--- src/rtl/ofb_pkg.sv ---
package ofb_pkg;
  localparam int MAX_WORDS = 4;
  localparam int CNT_W = $clog2(MAX_WORDS + 1);
  localparam int IDX_W = $clog2(MAX_WORDS);

  typedef enum logic [1:0] {
    ST_IDLE,
    ST_REQ,
    ST_DATA,
    ST_GAP
  } ofb_state_t;

  typedef enum logic [1:0] {
    IT_PLAIN    = 2'd0,
    IT_MEMMOVE  = 2'd1,
    IT_INDIRECT = 2'd2,
    IT_TABLE    = 2'd3
  } ofb_itype_t;

  function automatic logic [CNT_W-1:0] instr_words(ofb_itype_t t);
    case (t)
      IT_PLAIN:    instr_words = CNT_W'(2);
      IT_MEMMOVE:  instr_words = CNT_W'(3);
      IT_INDIRECT: instr_words = CNT_W'(3);
      default:     instr_words = CNT_W'(4);
    endcase
  endfunction
endpackage

--- src/rtl/ofb_plan.sv ---
module ofb_plan
  import ofb_pkg::*;
(
  input  logic             burst,
  input  ofb_itype_t       kind,
  input  logic [CNT_W-1:0] got,
  output logic             fin_on_beat,
  output logic [1:0]       next_len
);
  logic [CNT_W-1:0] total;
  logic [CNT_W-1:0] left;

  always_comb begin
    total       = instr_words(kind);
    left        = total - got;
    fin_on_beat = (got + CNT_W'(1)) == total;
    next_len    = (burst && left >= CNT_W'(2)) ? 2'd2 : 2'd1;
  end
endmodule

--- src/rtl/ofb_fsm.sv ---
module ofb_fsm
  import ofb_pkg::*;
#(
  parameter int AW = 32
) (
  input  logic             clk,
  input  logic             rst_n,
  input  logic             start_valid,
  output logic             start_ready,
  input  logic [AW-1:0]    start_addr,
  input  logic             burst_en,
  output logic             bus_req,
  output logic [AW-1:0]    bus_addr,
  output logic [1:0]       bus_len,
  input  logic             bus_gnt,
  input  logic             bus_dvalid,
  input  logic             bus_last,
  input  logic [1:0]       itype,
  output logic             beat,
  output logic [IDX_W-1:0] beat_idx,
  output logic             beat_final
);
  ofb_state_t       state_q;
  logic             burst_q;
  logic [AW-1:0]    base_q;
  logic [CNT_W-1:0] cnt_q;
  ofb_itype_t       type_q;
  logic [1:0]       len_q;
  ofb_itype_t       kind_eff;
  logic             fin_on_beat;
  logic [1:0]       next_len;

  // The type arrives with beat 0 and is stored there. After that the stored copy is used.
  assign kind_eff = (cnt_q == '0) ? ofb_itype_t'(itype) : type_q;

  ofb_plan u_plan (
    .burst      (burst_q),
    .kind       (kind_eff),
    .got        (cnt_q),
    .fin_on_beat(fin_on_beat),
    .next_len   (next_len)
  );

  assign start_ready = (state_q == ST_IDLE);
  assign bus_req     = (state_q == ST_REQ);
  assign bus_addr    = base_q + AW'({cnt_q, 2'b00});
  assign bus_len     = len_q;
  assign beat        = (state_q == ST_DATA) && bus_dvalid;
  assign beat_idx    = cnt_q[IDX_W-1:0];
  assign beat_final  = beat && bus_last && fin_on_beat;

  always_ff @(posedge clk or negedge rst_n) begin
    if (!rst_n) begin
      state_q <= ST_IDLE;
      burst_q <= 1'b0;
      base_q  <= '0;
      cnt_q   <= '0;
      type_q  <= IT_PLAIN;
      len_q   <= 2'd1;
    end else begin
      case (state_q)
        ST_IDLE: if (start_valid) begin
          state_q <= ST_REQ;
          base_q  <= start_addr;
          burst_q <= burst_en;
          cnt_q   <= '0;
          len_q   <= burst_en ? 2'd2 : 2'd1;
        end
        ST_REQ: if (bus_gnt) state_q <= ST_DATA;
        ST_DATA: if (bus_dvalid) begin
          cnt_q <= cnt_q + CNT_W'(1);
          if (cnt_q == '0) type_q <= ofb_itype_t'(itype);
          if (bus_last) state_q <= fin_on_beat ? ST_IDLE : ST_GAP;
        end
        default: begin
          state_q <= ST_REQ;
          len_q   <= next_len;
        end
      endcase
    end
  end

  assert_req_hold_R3: assert property (@(posedge clk) disable iff (!rst_n)
    (bus_req && !bus_gnt) |=> (bus_req && $stable(bus_addr) && $stable(bus_len)));

  assert_gap_after_last_R8: assert property (@(posedge clk) disable iff (!rst_n)
    (beat && bus_last) |=> !bus_req);

  assert_single_beat_R7: assert property (@(posedge clk) disable iff (!rst_n)
    (bus_req && !burst_q) |-> (bus_len == 2'd1));

  assert_start_busy_R1: assert property (@(posedge clk) disable iff (!rst_n)
    (start_valid && start_ready) |=> !start_ready);
endmodule

--- src/rtl/ofb_word_out.sv ---
module ofb_word_out
  import ofb_pkg::*;
#(
  parameter int DW = 32
) (
  input  logic             clk,
  input  logic             rst_n,
  input  logic             beat,
  input  logic [DW-1:0]    beat_data,
  input  logic [IDX_W-1:0] beat_idx,
  input  logic             beat_final,
  output logic             word_valid,
  output logic [DW-1:0]    word_data,
  output logic [IDX_W-1:0] word_idx,
  output logic             instr_done
);
  always_ff @(posedge clk or negedge rst_n) begin
    if (!rst_n) begin
      word_valid <= 1'b0;
      word_data  <= '0;
      word_idx   <= '0;
      instr_done <= 1'b0;
    end else begin
      word_valid <= beat;
      instr_done <= beat_final;
      if (beat) begin
        word_data <= beat_data;
        word_idx  <= beat_idx;
      end
    end
  end

  assert_done_pulse_R10: assert property (@(posedge clk) disable iff (!rst_n)
    instr_done |=> !instr_done);

  assert_done_with_word_R10: assert property (@(posedge clk) disable iff (!rst_n)
    instr_done |-> word_valid);
endmodule

--- src/rtl/ofb_seq.sv ---
module ofb_seq
  import ofb_pkg::*;
#(
  parameter int AW = 32,
  parameter int DW = 32
) (
  input  logic          clk,
  input  logic          rst_n,
  input  logic          start_valid,
  output logic          start_ready,
  input  logic [AW-1:0] start_addr,
  input  logic          burst_en,
  output logic          bus_req,
  output logic [AW-1:0] bus_addr,
  output logic [1:0]    bus_len,
  input  logic          bus_gnt,
  input  logic          bus_dvalid,
  input  logic [DW-1:0] bus_rdata,
  input  logic          bus_last,
  input  logic [1:0]    itype,
  output logic          word_valid,
  output logic [DW-1:0] word_data,
  output logic [1:0]    word_idx,
  output logic          instr_done
);
  logic             beat;
  logic [IDX_W-1:0] beat_idx;
  logic             beat_final;

  ofb_fsm #(.AW(AW)) u_fsm (
    .clk        (clk),
    .rst_n      (rst_n),
    .start_valid(start_valid),
    .start_ready(start_ready),
    .start_addr (start_addr),
    .burst_en   (burst_en),
    .bus_req    (bus_req),
    .bus_addr   (bus_addr),
    .bus_len    (bus_len),
    .bus_gnt    (bus_gnt),
    .bus_dvalid (bus_dvalid),
    .bus_last   (bus_last),
    .itype      (itype),
    .beat       (beat),
    .beat_idx   (beat_idx),
    .beat_final (beat_final)
  );

  ofb_word_out #(.DW(DW)) u_out (
    .clk       (clk),
    .rst_n     (rst_n),
    .beat      (beat),
    .beat_data (bus_rdata),
    .beat_idx  (beat_idx),
    .beat_final(beat_final),
    .word_valid(word_valid),
    .word_data (word_data),
    .word_idx  (word_idx),
    .instr_done(instr_done)
  );
endmodule

--- config.mk ---
export PLATFORM = sky130hd
export DESIGN_NAME = ofb_seq
export DESIGN_NICKNAME = d
export VERILOG_FILES = /design/src/rtl/ofb_pkg.sv /design/src/rtl/ofb_plan.sv /design/src/rtl/ofb_fsm.sv /design/src/rtl/ofb_word_out.sv /design/src/rtl/ofb_seq.sv
export SDC_FILE = /design/constraint.sdc
export NUM_CORES = 1
export LEC_CHECK = 0
export BUFFER_PORTS_ARGS = -buffer_cell sky130_fd_sc_hd__buf_4
export CORE_ASPECT_RATIO = 0.5
export CORE_MARGIN = 2
export CORE_UTILIZATION = 45
export CTS_BUF_LIST = sky130_fd_sc_hd__clkbuf_2
export DETAILED_ROUTE_END_ITERATION = 16
export PLACE_DENSITY = 0.71
export SLEW_MARGIN = 20
export SYNTH_ARGS = -nofsm -noshare
export SYNTH_HDL_FRONTEND = slang
export SYNTH_SLANG_ARGS = --single-unit
--- constraint.sdc ---
create_clock -name clk -period 3.6 [get_ports clk]
set_input_delay 0.36 -clock clk [delete_from_list [all_inputs] [get_ports clk]]
set_output_delay 0.36 -clock clk [all_outputs]
set_load 0.01 [all_outputs]
## Word level (Yosys, flattened, before mapping)

Index checks and enable logic that the tools add are counted.

| word-level totals | value |
|---|---|
| bits in registers | 78 |
| bits of input ports | 73 |
| output and inout port bits | 72 |
| word-level logic and storage cells | 54 |

| operators by class | value |
|---|---|
| add/subtract/negate cells | 3 |
| order comparisons | 1 |
| equal/unequal tests | 9 |
| mux-type cells | 15 |
| bitwise operators | 1 |
| reduce and logical (&&, ||, !) cells | 15 |

Operators with widths:

| kind | number |
|---|---|
| $add A32 B5 Y32 | 1 |
| $mux W2 | 9 |
| $pmux W3 S2 | 2 |
| $mux W3 | 2 |
| $ne A2 B2 Y1 const B | 3 |
| $pmux W2 S3 | 1 |
| $reduce_and A2 Y1 | 3 |
| $eq A2 B1 Y1 const B | 2 |
| $eq A2 B2 Y1 const B | 2 |
| $logic_and A1 B1 Y1 | 4 |
| $logic_not A2 Y1 | 2 |
| $pmux W2 S2 | 1 |
| $reduce_and A4 Y1 | 1 |
| $reduce_or A2 Y1 | 2 |
| $add A3 B1 Y3 const B | 1 |
| $eq A3 B3 Y1 | 1 |
| $ge A3 B2 Y1 const B | 1 |
| $logic_not A3 Y1 | 1 |
| $reduce_and A3 Y1 | 1 |
| $sub A3 B3 Y3 | 1 |
| $ne A2 B1 Y1 const B | 1 |
| $reduce_bool A2 Y1 | 1 |
| $not A1 Y1 | 1 |

## Depth between registers and ports, before layout

Gate-level depths: netlist (run 1).

| logic depth | value |
|---|---|
| depth in word-level cells | 10 |
| depth in mapped cells | 13 |
| depth with buffers taken out | 13 |

## By module

Synthesis (run 1) repeated with hierarchy kept, for this count alone.

| second synthesis, totals | value |
|---|---|
| cells, all modules | 334 |
| area, all modules | 4111.4 µm² |

Modules (own cells, without submodules):

| module | times used | cells an instance | area an instance (µm²) | sequential area each (µm²) |
|---|---|---|---|---|
| ofb_fsm | 1 | 242 | 2501.1 | 1052.3 |
| ofb_word_out | 1 | 74 | 1467.7 | 900.9 |
| ofb_plan | 1 | 18 | 142.6 | 0.0 |

## Least setup slack after synthesis (run 1)

Ideal clock, no wire load.

| timing path | value |
|---|---|
| kind | register -> register |
| start point | reg u_fsm.cnt_q[1] |
| end point | reg u_fsm.len_q[1], in the netlist u_fsm.bus_len[1] |
| setup time | 119 ps |
| arrival time | 2445 ps |
| required time | 3481 ps |
| path slack | 1036 ps |
| stages on the path, launching flop included | 14 |
| buffers on the path | 0 |
| period minus slack after synthesis | 2564 ps |
| path through | dfrtp_1 inv_1 ha_1 nand2b_1 mux2_2 ha_1 inv_1 ha_1 inv_1 fa_1 xnor3_1 o21ai_1 o21ai_1 o21a_1 |

| between the ends | value |
|---|---|
| word-level cells in the longest chain between the ends | 10 |
| elaborated cells on any way between the ends | 12 |
| classes of those cells | add/sub (1); order compare (1); eq/ne (2); mux (4); reduce/logical (4) |

Ends and longest elaborated chain:

| item | RTL line | source |
|---|---|---|
| from (decl) | ofb_fsm.sv:26 | `logic [CNT_W-1:0] cnt_q;` |
| from (signal assigned) | ofb_fsm.sv:71 | `cnt_q <= cnt_q + CNT_W'(1);` |
| $logic_not A3 Y1 (*) | ofb_fsm.sv:34 | `assign kind_eff = (cnt_q == '0) ? ofb_itype_t'(itype) : type_q;` |
| $mux W2 (*) | ofb_fsm.sv:34 |  |
| named net u_fsm.kind_eff[1] | ofb_fsm.sv:29 | `ofb_itype_t kind_eff;` |
| $eq A2 B2 Y1 or $eq A2 B1 Y1 (tied branches) | ofb_pkg.sv:21 | `case (t)` |
| $reduce_or A2 Y1 (no source line) | - |  |
| $pmux W3 S2 (*) | ofb_pkg.sv:21 |  |
| $sub A3 B3 Y3 (*) | ofb_plan.sv:15 | `left = total - got;` |
| $ge A3 B2 Y1 (*) | ofb_plan.sv:17 | `next_len = (burst && left >= CNT_W'(2)) ? 2'd2 : 2'd1;` |
| $logic_and A1 B1 Y1 (*) | ofb_plan.sv:17 |  |
| $mux W2 (*) | ofb_plan.sv:17 |  |
| $pmux W2 S2 (*) | ofb_fsm.sv:61 | `case (state_q)` |
| to (signal assigned) | ofb_fsm.sv:67 | `len_q <= burst_en ? 2'd2 : 2'd1;` |
| to (signal assigned) | ofb_fsm.sv:77 | `len_q <= next_len;` |
| to (decl) | ofb_fsm.sv:28 | `logic [1:0] len_q;` |

The timed path passes the listed nets; every way through them passes the cells marked *.
A chain may end at the register's enable or synchronous reset.

## Final worst setup path (run 1)

| timing path | value |
|---|---|
| start point | reg u_fsm.cnt_q[2] |
| end point | out bus_addr[23] |

| between the ends | value |
|---|---|
| word-level cells in the longest chain between the ends | 1 |

Ends and longest elaborated chain:

| item | RTL line | source |
|---|---|---|
| $add A32 B5 Y32 | ofb_fsm.sv:46 | `assign bus_addr = base_q + AW'({cnt_q, 2'b00});` |
| to (decl) | ofb_seq.sv:14 | `output logic [AW-1:0] bus_addr,` |

No other way between the ends.

==> flow_summary_export.csv, run 1 <==
group,metric,value,unit
run_status,status,"completed",
power,p_total,4.30,mW
route,vias,2980,
placed_design,dp_hpwl,6.54,mm
sta,final.setup.tns,0,ns
setup_path,r2r_cells,13,
sta,tightest_slew,0.824,ns
clock_network,htree_levels,3,
clock_network,clk_pin_slew_worst_paths,0.21,ns
route,first_pass_iters,4,
yosys,ys_ff_latch,78,
die,die_w,134,um
setup_path,cp_cell_sequence,"ha_1 -> nand3_1 -> a21oi_2 -> nor4b_2 -> xor2_1 -> buf_4",
die,num_rows,23,
die,io_pins,145,
setup_path,endpoint_kind,"output port",
setup_path,r2r_end,"u_fsm.bus_len[1]$_DFFE_PN0P_",
final_layout,nNetsFinal,569,
yosys,syn-cell-area,3830,um2
global_routing,antenna_found_initial,0,
power,leakagePower,2.61,nW
power,pwr-share-clk,12.3,%
global_routing,overflow,0,
setup_path,worstPathArrival,2.61,ns
clock_network,cts_tree,"built",
final_layout,drive_gt1_share,46.5,%
setup_path,slowest_stage,"dfrtp_1",
final_layout,diodes,0,
die,core,8120,um2
yosys,ys_seq_area_share,51.0,%
setup_path,slowest_delay,0.51,ns
route,post-route-drc-count,0,
power,sw_frac_of_total,36.4,%
die,dieHeight,69.2,um
die,die_area,9300,um2
sta,skew,0.0287,ns
yosys,synth_cell_types,42,
power,combPwrFrac,49.2,%
power,ir_worst_vdd,0.000386,V
min_path,holdPathEnd,"u_fsm.base_q[30]$_DFFE_PN0P_",
min_path,hp-start,"start_addr[30]",
sta,whs,0.0581,ns
power,p_seq_share,38.6,%
yosys,synth_edf_count,0,
setup_path,critPathLaunchType,"flip-flop",
sta,rsz0062_at_grt,"false",
setup_path,worstPathRequired,3.24,ns
die,initial_core_util,47.2,%
clock_network,cts_sinks,78,
global_routing,grt_max_degree,79,
yosys,ys.flop_type,"dfrtp_1",
min_path,hold_depth,2,
power,internal-power,2.73,mW
setup_path,rrSetupSlack,0.77,ns
route,ant_nets,0,
setup_path,path_max_fanout,10,
route,post_drt_via_cell_ratio,4.97,
final_layout,syn_to_final_growth,42.9,%
global_routing,grt.total_usage,19.6,%
global_routing,grt_pass1_vias,3006,
final_layout,fin_util,67.4,%
yosys,syn_avg_cell_area,12.5,um2
yosys,async_flop_share,100,%
clock_network,clk-insertion-delay-late,0.52,ns
power,pwr_density_cell,786,nW/um2
yosys,syn_inst,306,
sta,period_needed,2.97,ns
placed_design,dp.cells,552,
placed_design,portBuffers,144,
yosys,yosys_warnings,0,
setup_path,worstReg2RegStart,"u_fsm.cnt_q[1]$_DFFE_PN0P_",
final_layout,final_common_cell,"buf_4",
sta,max_freq,0.336,GHz
sta,drv_slew,0,
route,postRouteWirelength,9.18,mm
clock_network,post_cts_resized,0,
setup_path,critical_path_class,"flip-flop to output port",
route,drt_iter0_drc,134,
final_layout,final_cells,600,
power,power_switching,1.57,mW
min_path,worst_hold_path_type,"input port to flip-flop",
clock_network,cts_buffers,9,
sta,max-slew-margin-rel,45.0,%
final_layout,fin_area,5470,um2
clock_network,cts-root-buf,"clkbuf_2",
final_layout,layout_common_cells,"buf_4 (145), dfrtp_1 (77), mux2_2 (58)",
clock_network,clock_path_buffers,2,
global_routing,grt_pass1_wl,14.4,mm
sta,setup_ws,0.628,ns
job,maxCapViolations,0,
route,post_drt_wl_per_cell,15.3,um
yosys,syn-num-nets,391,
clock_network,post-cts-setup-buffers,0,
sta,finalHoldViolations,0,
sta,setup_viol,0,
placed_design,postPlaceCellArea,5010,um2
sta,period_share,82.6,%
placed_design,gp_congestion,0.824,
placed_design,post-place-ws,0.820,ns
-- critical path: cells and delay by family (launching register included) --
| family | cells | cell delay [ns] |
|---|---|---|
| buffers and inverters | 1 | 0.13 |
| and+or+nand+nor | 2 | 0.46 |
| xor gates and xnor gates | 1 | 0.17 |
| AOI/OAI and AO/OA | 1 | 0.46 |
| adders and majority gates | 1 | 0.39 |
| DFF | 1 | 0.51 |
-- layer usage --
metal / track usage, % / vias up / wire length (um) / share of wire [%]
met3: 5.99 / 9 / 498 / 5.4
met2: 36.2 / 85 / 4790 / 52
met1: 22.2 / 1459 / 3800 / 41
met4: 4.80 / 0 / 87 / 0.95
li1: - / 1427 / - / -
met5: 0 / - / 0 / 0
-- final cells by class --
cell class / instances / area [um2]
clock buffers: 11 / 55.1
clock inverters: 4 / 72.6
fillers: 640 / 2650
inverters: 11 / 41.3
multi-input cells: 205 / 1780
flip-flops and latches: 78 / 1950
well taps: 112 / 140
repair buffers: 179 / 1430
-- state kept, by name, indices dropped and copies added (netlist names) --
| name | flops |
|---|---|
| u_fsm.type_q | 2 |
| u_out.word_data | 32 |
| u_fsm.base_q | 32 |
| u_fsm.burst_q | 1 |
| u_out.word_idx | 2 |
| u_out.word_valid | 1 |
| u_out.instr_done | 1 |
| u_fsm.state_q | 2 |
| u_fsm.cnt_q | 3 |
| u_fsm.bus_len | 2 |
-- synth_stat cells (2+ instances only) --
cell | number | area share [%]
a21oi_1 | 2 | 0.26
a22o_1 | 2 | 0.46
a31oi_1 | 3 | 0.49
and2_1 | 2 | 0.33
and3_1 | 5 | 0.82
and4_1 | 4 | 0.92
buf_1 | 3 | 0.29
buf_2 | 4 | 0.52
buf_4 | 2 | 0.39
clkbuf_1 | 3 | 0.29
dfrtp_1 | 77 | 50
fa_1 | 2 | 1.0
ha_1 | 10 | 3.3
inv_1 | 11 | 1.1
mux2_1 | 9 | 2.6
mux2_2 | 58 | 17
mux2i_1 | 2 | 0.52
nand2_1 | 22 | 2.2
nand2b_1 | 3 | 0.49
nand3_1 | 13 | 1.7
nand4_1 | 7 | 1.1
nor2_1 | 5 | 0.49
nor2b_1 | 3 | 0.49
nor3_1 | 2 | 0.26
o21ai_0 | 8 | 1.0
o21ai_1 | 2 | 0.26
xnor2_1 | 19 | 4.3
xor2_1 | 9 | 2.1
-- logic make-up (layout without fill, tap and decap cells) --
family,Yosys count,after routing,share of synthesized area [%]
buffers and inverters,23,205,2.58
XOR/XNOR,30,30,7.42
multiplexers,69,69,20.2
adder cells (fa/ha/maj),12,12,4.32
AND/OR/NAND/NOR,73,73,10.9
AO/OA/AOI/OAI,21,21,3.53
flip-flops,78,78,51.0
-- power groups by stage --
stage                     Combinational (mW)  Sequential, mW  Clock [mW]
final                                   2.11            1.66       0.527
after detailed placement                2.10            1.67           0
after CTS                               2.11            1.66       0.540
after floorplan                         1.10            1.70           0
after global routing                    2.29            1.73       0.578
after global placement                  2.03            1.65           0
-- how the worst max path moves through the flow --
| stage | start | endpoint | slack [ns] | cells after the start |
|---|---|---|---|---|
| 5_1_grt | u_fsm.cnt_q[2]$_DFFE_PN0P_ | bus_addr[23] | 0.39 | 6 |
| 2_1_floorplan | u_fsm.cnt_q[1]$_DFFE_PN0P_ | u_fsm.bus_len[1]$_DFFE_PN0P_ | 1.04 | 13 |
| 6_report | u_fsm.cnt_q[2]$_DFFE_PN0P_ | bus_addr[23] | 0.63 | 6 |
| 3_5_place_dp | u_fsm.cnt_q[1]$_DFFE_PN0P_ | u_fsm.bus_len[1]$_DFFE_PN0P_ | 0.82 | 13 |
| 4_1_cts | u_fsm.cnt_q[2]$_DFFE_PN0P_ | bus_addr[23] | 0.55 | 6 |
| 3_3_place_gp | u_fsm.cnt_q[1]$_DFFE_PN0P_ | u_fsm.bus_len[1]$_DFFE_PN0P_ | 0.92 | 13 |
-- timing repair --
| item | 4_1_cts | 5_1_grt |
|---|---|---|
| endpoints found under the hold margin | 51 | 27 |
| setup endpoints to repair | 0 | 0 |
| hold buffers | 6 | 27 |
No activity file was read; power rests on OpenSTA's default activity.
==> run 2, diff against run 1 <==
--- a/config.mk
+++ b/config.mk
@@ -5,13 +5,14 @@
 export SDC_FILE = /design/constraint.sdc
 export NUM_CORES = 1
 export LEC_CHECK = 0
+export ABC_AREA = 1
 export BUFFER_PORTS_ARGS = -buffer_cell sky130_fd_sc_hd__buf_4
 export CORE_ASPECT_RATIO = 0.5
 export CORE_MARGIN = 2
 export CORE_UTILIZATION = 45
 export CTS_BUF_LIST = sky130_fd_sc_hd__clkbuf_2
 export DETAILED_ROUTE_END_ITERATION = 16
-export PLACE_DENSITY = 0.71
+export PLACE_DENSITY = 0.73
 export SLEW_MARGIN = 20
 export SYNTH_ARGS = -nofsm -noshare
 export SYNTH_HDL_FRONTEND = slang
==> constraint.sdc (replaced) <==
create_clock -name clk -period 2.65 [get_ports clk]
set_input_delay 0.265 -clock clk [delete_from_list [all_inputs] [get_ports clk]]
set_output_delay 0.265 -clock clk [all_outputs]
set_load 0.01 [all_outputs]
==> run 2 against run 1 <==
Against the previous run:
- worst hold slack better by 0.021 ns
- cell count grew 43%
- worst setup slack got worse by 0.54 ns
==> flow_summary_export.csv, run 2 <==
group,metric,value,unit
yosys,ys_seq_area_share,46.5,%
clock_network,cts_sinks,78,
final_layout,top_regs,"u_fsm.base_q x32, u_out.word_data x32, u_fsm.cnt_q x3",
setup_path,worstPathRequired,2.38,ns
yosys,syn_inst,519,
die,core,8890,um2
setup_path,endpoint_kind,"output port",
setup_path,cp_cell_sequence,"ha_2 -> fa_2 -> a21oi_4 -> inv_2 -> nand2_4 -> buf_4 -> xnor2_1 -> buf_4",
setup_path,slowest_stage,"dfrtp_1",
sta,period_needed,2.57,ns
power,p_seq_share,36.4,%
power,internal-power,3.49,mW
sta,skew,0.0167,ns
die,die_w,141,um
die,initial_core_util,47.2,%
route,first_pass_iters,5,
die,io_pins,145,
sta,finalHoldViolations,0,
sta,max_freq,0.390,GHz
power,pwr_density_cell,959,nW/um2
route,postRouteWirelength,11.7,mm
final_layout,final_common_cell,"nand2_1",
sta,whs,0.0794,ns
yosys,syn-cell-area,4200,um2
clock_network,cts_tree,"built",
yosys,yosys_warnings,0,
yosys,syn_avg_cell_area,8.09,um2
setup_path,cpLargestDelayFamily,"adder cells",
yosys,synthMostInstantiatedCell,"nand2_1",
setup_path,critPathMostFrequentCell,"buf_4",
global_routing,grt_pass1_wl,18.9,mm
global_routing,grt_pass1_vias,3998,
final_layout,drive_gt1_share,31.6,%
setup_path,slowest_delay,0.43,ns
yosys,synth_common_cells,"nand2_1 (202), dfrtp_1 (77), nor2_1 (48)",
route,vias,4149,
power,sw_frac_of_total,42.1,%
power,pwr-share-clk,10.9,%
route,post-route-drc-count,0,
sta,rsz0062_at_grt,"true",
die,dieHeight,72.3,um
final_layout,syn_to_final_growth,49.7,%
setup_path,path_max_fanout,4,
final_layout,layout_common_cells,"nand2_1 (198), buf_4 (150), dfrtp_1 (76)",
die,num_rows,24,
clock_network,clock_path_buffers,2,
final_layout,diodes,0,
setup_path,path_buf_inv,3,
clock_network,clk-insertion-delay-late,0.55,ns
route,ant_nets,0,
clock_network,cts_buffers,9,
placed_design,portBuffers,144,
job,maxCapViolations,0,
clock_network,clk_pin_slew_worst_paths,0.22,ns
min_path,worst_hold_path_type,"input port to flip-flop",
route,post_drt_via_cell_ratio,4.84,
yosys,synth_edf_count,0,
power,leakagePower,3.23,nW
power,combPwrFrac,52.7,%
placed_design,dp_hpwl,7.74,mm
global_routing,grt_max_degree,79,
yosys,synth_area_leader_cell,"dfrtp_1",
run_status,status,"completed",
power,power_switching,2.54,mW
sta,setup_viol,0,
setup_path,critical_path_class,"flip-flop to output port",
yosys,ys_ff_latch,78,
yosys,synth.area.top_cells,"dfrtp_1 (46%), nand2_1 (18%), mux2_2 (5.4%)",
route,post_drt_wl_per_cell,13.6,um
power,ir_worst_vdd,0.000416,V
final_layout,nNetsFinal,820,
route,drt_iter0_drc,224,
placed_design,post-place-ws,0.111,ns
sta,tightest_slew,0.989,ns
clock_network,htree_levels,3,
clock_network,cts-root-buf,"clkbuf_2",
die,die_area,10200,um2
global_routing,antenna_found_initial,0,
sta,setup_ws,0.0838,ns
yosys,synth.top_cell.area_share,45.9,%
sta,max-slew-margin-rel,34.0,%
global_routing,overflow,0,
setup_path,critPathLaunchType,"flip-flop",
yosys,ys.flop_type,"dfrtp_1",
yosys,async_flop_share,100,%
yosys,synth_cell_types,36,
placed_design,gp_congestion,0.920,
setup_path,worstPathArrival,2.30,ns
global_routing,grt.total_usage,23.4,%
yosys,syn-num-nets,604,
sta,drv_slew,0,
sta,period_share,96.8,%
run 2: cell types whose count changed after synthesis, sizes merged, moves of 17 or more:
cell   before  now
mux2       67   20
nand2      22  208
xnor2      20    3
nor2        5   56
inv        11   44
a21oi       3   20
run 2: cells by family after synthesis:
group | count (synthesis) | share of synthesized area, %
buffers and inverters | 60 | 6.08
XOR/XNOR | 17 | 3.55
multiplexers | 20 | 5.36
AND/OR/NAND/NOR | 300 | 30.3
flip-flops | 78 | 46.5
AO/OA/AOI/OAI | 32 | 4.29
adder cells (fa/ha/maj) | 12 | 3.93
run 2: path summary, 6_finish.rpt:
check,endpoint,start,slack [ns],cells past startpoint
worst max-delay path,bus_addr[8],u_fsm.base_q[2]$_DFFE_PN0P_,0.08,8
worst min-delay path,u_fsm.type_q[1]$_DFFE_PN0P_,itype[1],0.08,5
worst max register to register,u_fsm.bus_len[1]$_DFFE_PN0P_,u_fsm.cnt_q[0]$_DFFE_PN0P_,0.18,15
worst min register to register,u_fsm.bus_len[0]$_DFFE_PN1P_,u_fsm.bus_len[0]$_DFFE_PN1P_,0.49,2
max in group asynchronous,u_fsm.cnt_q[1]$_DFFE_PN0P_,rst_n,1.60,2
min in group asynchronous,u_out.word_data[8]$_DFFE_PN0P_,rst_n,0.36,2
run 2: metal layers:
metal  track usage, %  vias up  share of wire, %
met3             6.01       18               6.1
met1             29.2     1939                42
met4             6.78        0               1.6
li1                 -     2060                 -
met2             41.0      132                50
met5                0        -                 0
run 2: power groups by stage:
| stage | clock network [mW] | registers (mW) | logic [mW] |
|---|---|---|---|
| detailed placement | 0 | 2.19 | 2.98 |
| global placement | 0 | 2.19 | 2.91 |
| floorplan | 0 | 2.20 | 1.68 |
| global route | 0.716 | 2.27 | 3.50 |
| CTS | 0.669 | 2.18 | 3.09 |
| finish | 0.655 | 2.20 | 3.18 |
run 2: layout make-up:
cell class | count | area (um2)
tap | 117 | 146
sequential | 78 | 1950
timing repair buffer | 221 | 1840
multi-input combinational | 381 | 2070
inverter | 44 | 165
clock inverter | 6 | 62.6
clock buffer | 10 | 50.0
fill | 690 | 2600
run 2: worst register-to-register path: stages, from the launching register on:
cell and delay [ns]:
dfrtp_1 0.43, buf_4 0.15, inv_2 0.08, ha_1 0.18
nand2_2 0.11, nor2_2 0.13, a21oi_2 0.04, ha_1 0.29
inv_1 0.06, ha_1 0.13, inv_1 0.05, fa_1 0.42
inv_1 0.06, nand2_1 0.06, o21ai_2 0.12, a21oi_1 0.08
run 2: metrics by stage:
stage,cells,setup TNS [ns],util (%),total power [mW],instance area (um2)
floorplan,519,0,-,3.88,4200
global placement,768,0,60.4,5.10,5370
detailed placement,768,0,60.4,5.18,5370
CTS,854,0,69.7,5.94,6190
global route,857,-0.337,70.7,6.49,6290
finish,857,0,70.7,6.03,6290
run 2: what timing repair did:
item,CTS,global route
endpoints found under the setup margin,11,23
endpoints found under the hold margin,145,0
resized for setup,5,24
buffers inserted,2,3
hold buffers,68,0
pin swaps,1,6
==> run 3, diff against run 2 <==
--- a/config.mk
+++ b/config.mk
@@ -13,6 +13,7 @@
 export CTS_BUF_LIST = sky130_fd_sc_hd__clkbuf_2
 export DETAILED_ROUTE_END_ITERATION = 16
 export PLACE_DENSITY = 0.73
+export RECOVER_POWER = 100
 export SLEW_MARGIN = 20
 export SYNTH_ARGS = -nofsm -noshare
 export SYNTH_HDL_FRONTEND = slang
==> run 3 against run 2 <==
Against the previous run:
- die area did not move
- design area down 2.8%
- global-route usage unchanged
- the run now ends with max-capacitance violations, max-slew violations left
- critical path depth unchanged
- count of clock-buffer cells in the layout did not move
- core utilization decreased by 2.0 points
- worst setup slack worse by 0.0033 ns
- maximum frequency fell by 0.13%
- routed wire length about the same
- register-to-register slack got worse by 0.02 ns
- largest power group unchanged
==> flow_summary_export.csv, run 3 (synthesis gave the netlist of run 2 again) <==
group,metric,value,unit
setup_path,worstPathArrival,2.30,ns
die,num_rows,24,
global_routing,grt_pass1_wl,18.9,mm
sta,tightest_slew,1.92,ns
route,post_drt_wl_per_cell,13.7,um
min_path,worst_hold_path_type,"input port to flip-flop",
final_layout,final_common_cell,"nand2_1",
clock_network,cts_buffers,9,
setup_path,crit_end,"bus_addr[8]",
sta,whs,0.0831,ns
power,leakagePower,3.06,nW
placed_design,postPlaceCellArea,5370,um2
die,initial_core_util,47.2,%
global_routing,antenna_found_initial,0,
die,die_area,10200,um2
clock_network,clk-insertion-delay-late,0.54,ns
sta,period_needed,2.57,ns
die,core,8890,um2
final_layout,layout_common_cells,"nand2_1 (198), buf_4 (102), dfrtp_1 (76)",
route,ant_nets,0,
die,dieHeight,72.3,um
route,post_drt_via_cell_ratio,4.80,
job,maxCapViolations,1,
setup_path,critical_path_class,"flip-flop to output port",
placed_design,gp_congestion,0.920,
clock_network,cts-root-buf,"clkbuf_2",
global_routing,grt_max_degree,79,
clock_network,clk_pin_slew_worst_paths,0.22,ns
global_routing,use_met1,29.2,%
setup_path,startpoint,"u_fsm.base_q[2]$_DFFE_PN0P_",
final_layout,nNetsFinal,820,
clock_network,clock_path_buffers,2,
setup_path,path_max_fanout,4,
power,p_total,5.77,mW
global_routing,busiest_layer,"met2",
die,die_w,141,um
sta,drv_slew,79,
final_layout,diodes,0,
sta,finalHoldViolations,0,
clock_network,cts_sinks,78,
setup_path,r2r_cells,15,
route,post-route-drc-count,0,
sta,rsz0062_at_grt,"true",
sta,max_freq,0.389,GHz
final_layout,drive_gt1_share,25.4,%
route,first_pass_iters,5,
setup_path,worstReg2RegStart,"u_fsm.cnt_q[0]$_DFFE_PN0P_",
global_routing,gr-usage-met2,41.0,%
final_layout,syn_to_final_growth,45.5,%
route,vias,4115,
power,pwr_density_cell,944,nW/um2
global_routing,grt.total_usage,23.4,%
setup_path,rrSetupSlack,0.16,ns
sta,skew,0.0152,ns
placed_design,dp_hpwl,7.74,mm
route,postRouteWirelength,11.7,mm
final_layout,fin_area,6110,um2
setup_path,worstPathRequired,2.38,ns
global_routing,overflow,0,
power,ir_worst_vdd,0.000383,V
final_layout,fill_cells,740,
placed_design,portBuffers,144,
sta,period_share,97.0,%
setup_path,critPathLaunchType,"flip-flop",
clock_network,cts_tree,"built",
global_routing,met3_usage,6.01,%
run_status,status,"finished, violations left",
clock_network,htree_levels,3,
sta,max-slew-margin-rel,-27.9,%
die,io_pins,145,
setup_path,r2r_end,"u_fsm.bus_len[1]$_DFFE_PN0P_",
global_routing,grt_pass1_vias,3998,
run_status,violations,"max-capacitance violations, max-slew violations",
sta,setup_viol,0,
route,drt_iter0_drc,255,
final_layout,top_regs,"u_fsm.base_q x32, u_out.word_data x32, u_fsm.cnt_q x3",
setup_path,endpoint_kind,"output port",
-- run 3: changes by cell type in the layout (fill, tap and decap cells not counted), sizes merged --
| cell | delta |
|---|---|
| buf | -48 |
| clkbuf | +48 |
-- run 3: stage by stage --
step | util (%) | worst slack, ns | cells | setup TNS, ns
6_report | 68.7 | 0.0804 | 857 | 0
3_3_place_gp | 60.4 | 0.214 | 768 | 0
5_1_grt | 68.7 | -0.0606 | 857 | -0.399
2_1_floorplan | - | 0.327 | 519 | 0
4_1_cts | 69.7 | 0.0293 | 854 | 0
3_5_place_dp | 60.4 | 0.111 | 768 | 0
-- run 3: final cells by class --
cell class	instances	area, um2	share of cell area (%)
tap	117	146	2.40
sequential	78	1950	32.0
clock inverter	6	62.6	1.02
clock buffer	10	50.0	0.819
multi-input combinational	381	2060	33.8
inverter	44	165	2.70
timing repair buffer	221	1670	27.3
-- run 3: critical path, stage by stage, from the launching register on --
cell	delay, ns
dfrtp_1	0.43
ha_2	0.20
fa_2	0.39
a21oi_4	0.20
inv_2	0.06
nand2_4	0.10
buf_4	0.12
xnor2_1	0.10
buf_4	0.14
-- run 3: how the worst min path moves through the flow --
stage	cells past startpoint	endpoint	slack (ns)	start
2_1_floorplan	0	u_fsm.base_q[0]$_DFFE_PN0P_	-0.03	rst_n
3_3_place_gp	3	u_out.word_data[0]$_DFFE_PN0P_	0.46	bus_rdata[0]
3_5_place_dp	2	u_fsm.bus_len[0]$_DFFE_PN1P_	0.46	u_fsm.bus_len[0]$_DFFE_PN1P_
4_1_cts	5	u_fsm.type_q[1]$_DFFE_PN0P_	0.07	itype[1]
5_1_grt	5	u_fsm.type_q[0]$_DFFE_PN0P_	0.08	itype[0]
6_report	5	u_fsm.type_q[0]$_DFFE_PN0P_	0.08	itype[0]
-- run 3: metal layers --
| layer | share of wire, % | vias up |
|---|---|---|
| met4 | 1.7 | 0 |
| met2 | 50 | 136 |
| met5 | 0 | - |
| met1 | 43 | 1907 |
| met3 | 6.1 | 18 |
| li1 | - | 2054 |
-- run 3: repair_timing --
| action | CTS | global route |
|---|---|---|
| pin swaps | 1 | 6 |
| endpoints found under the hold margin | 145 | 0 |
| endpoints found under the setup margin | 11 | 23 |
| buffers inserted | 2 | 3 |
| gates resized for setup | 5 | 24 |
| hold buffers | 68 | 0 |
-- run 3: where the power goes --
part           switching (mW)  internal [mW]  total (mW)
Sequential              0.461           1.73        2.19
Clock                   0.435          0.218       0.652
Combinational            1.63           1.29        2.92
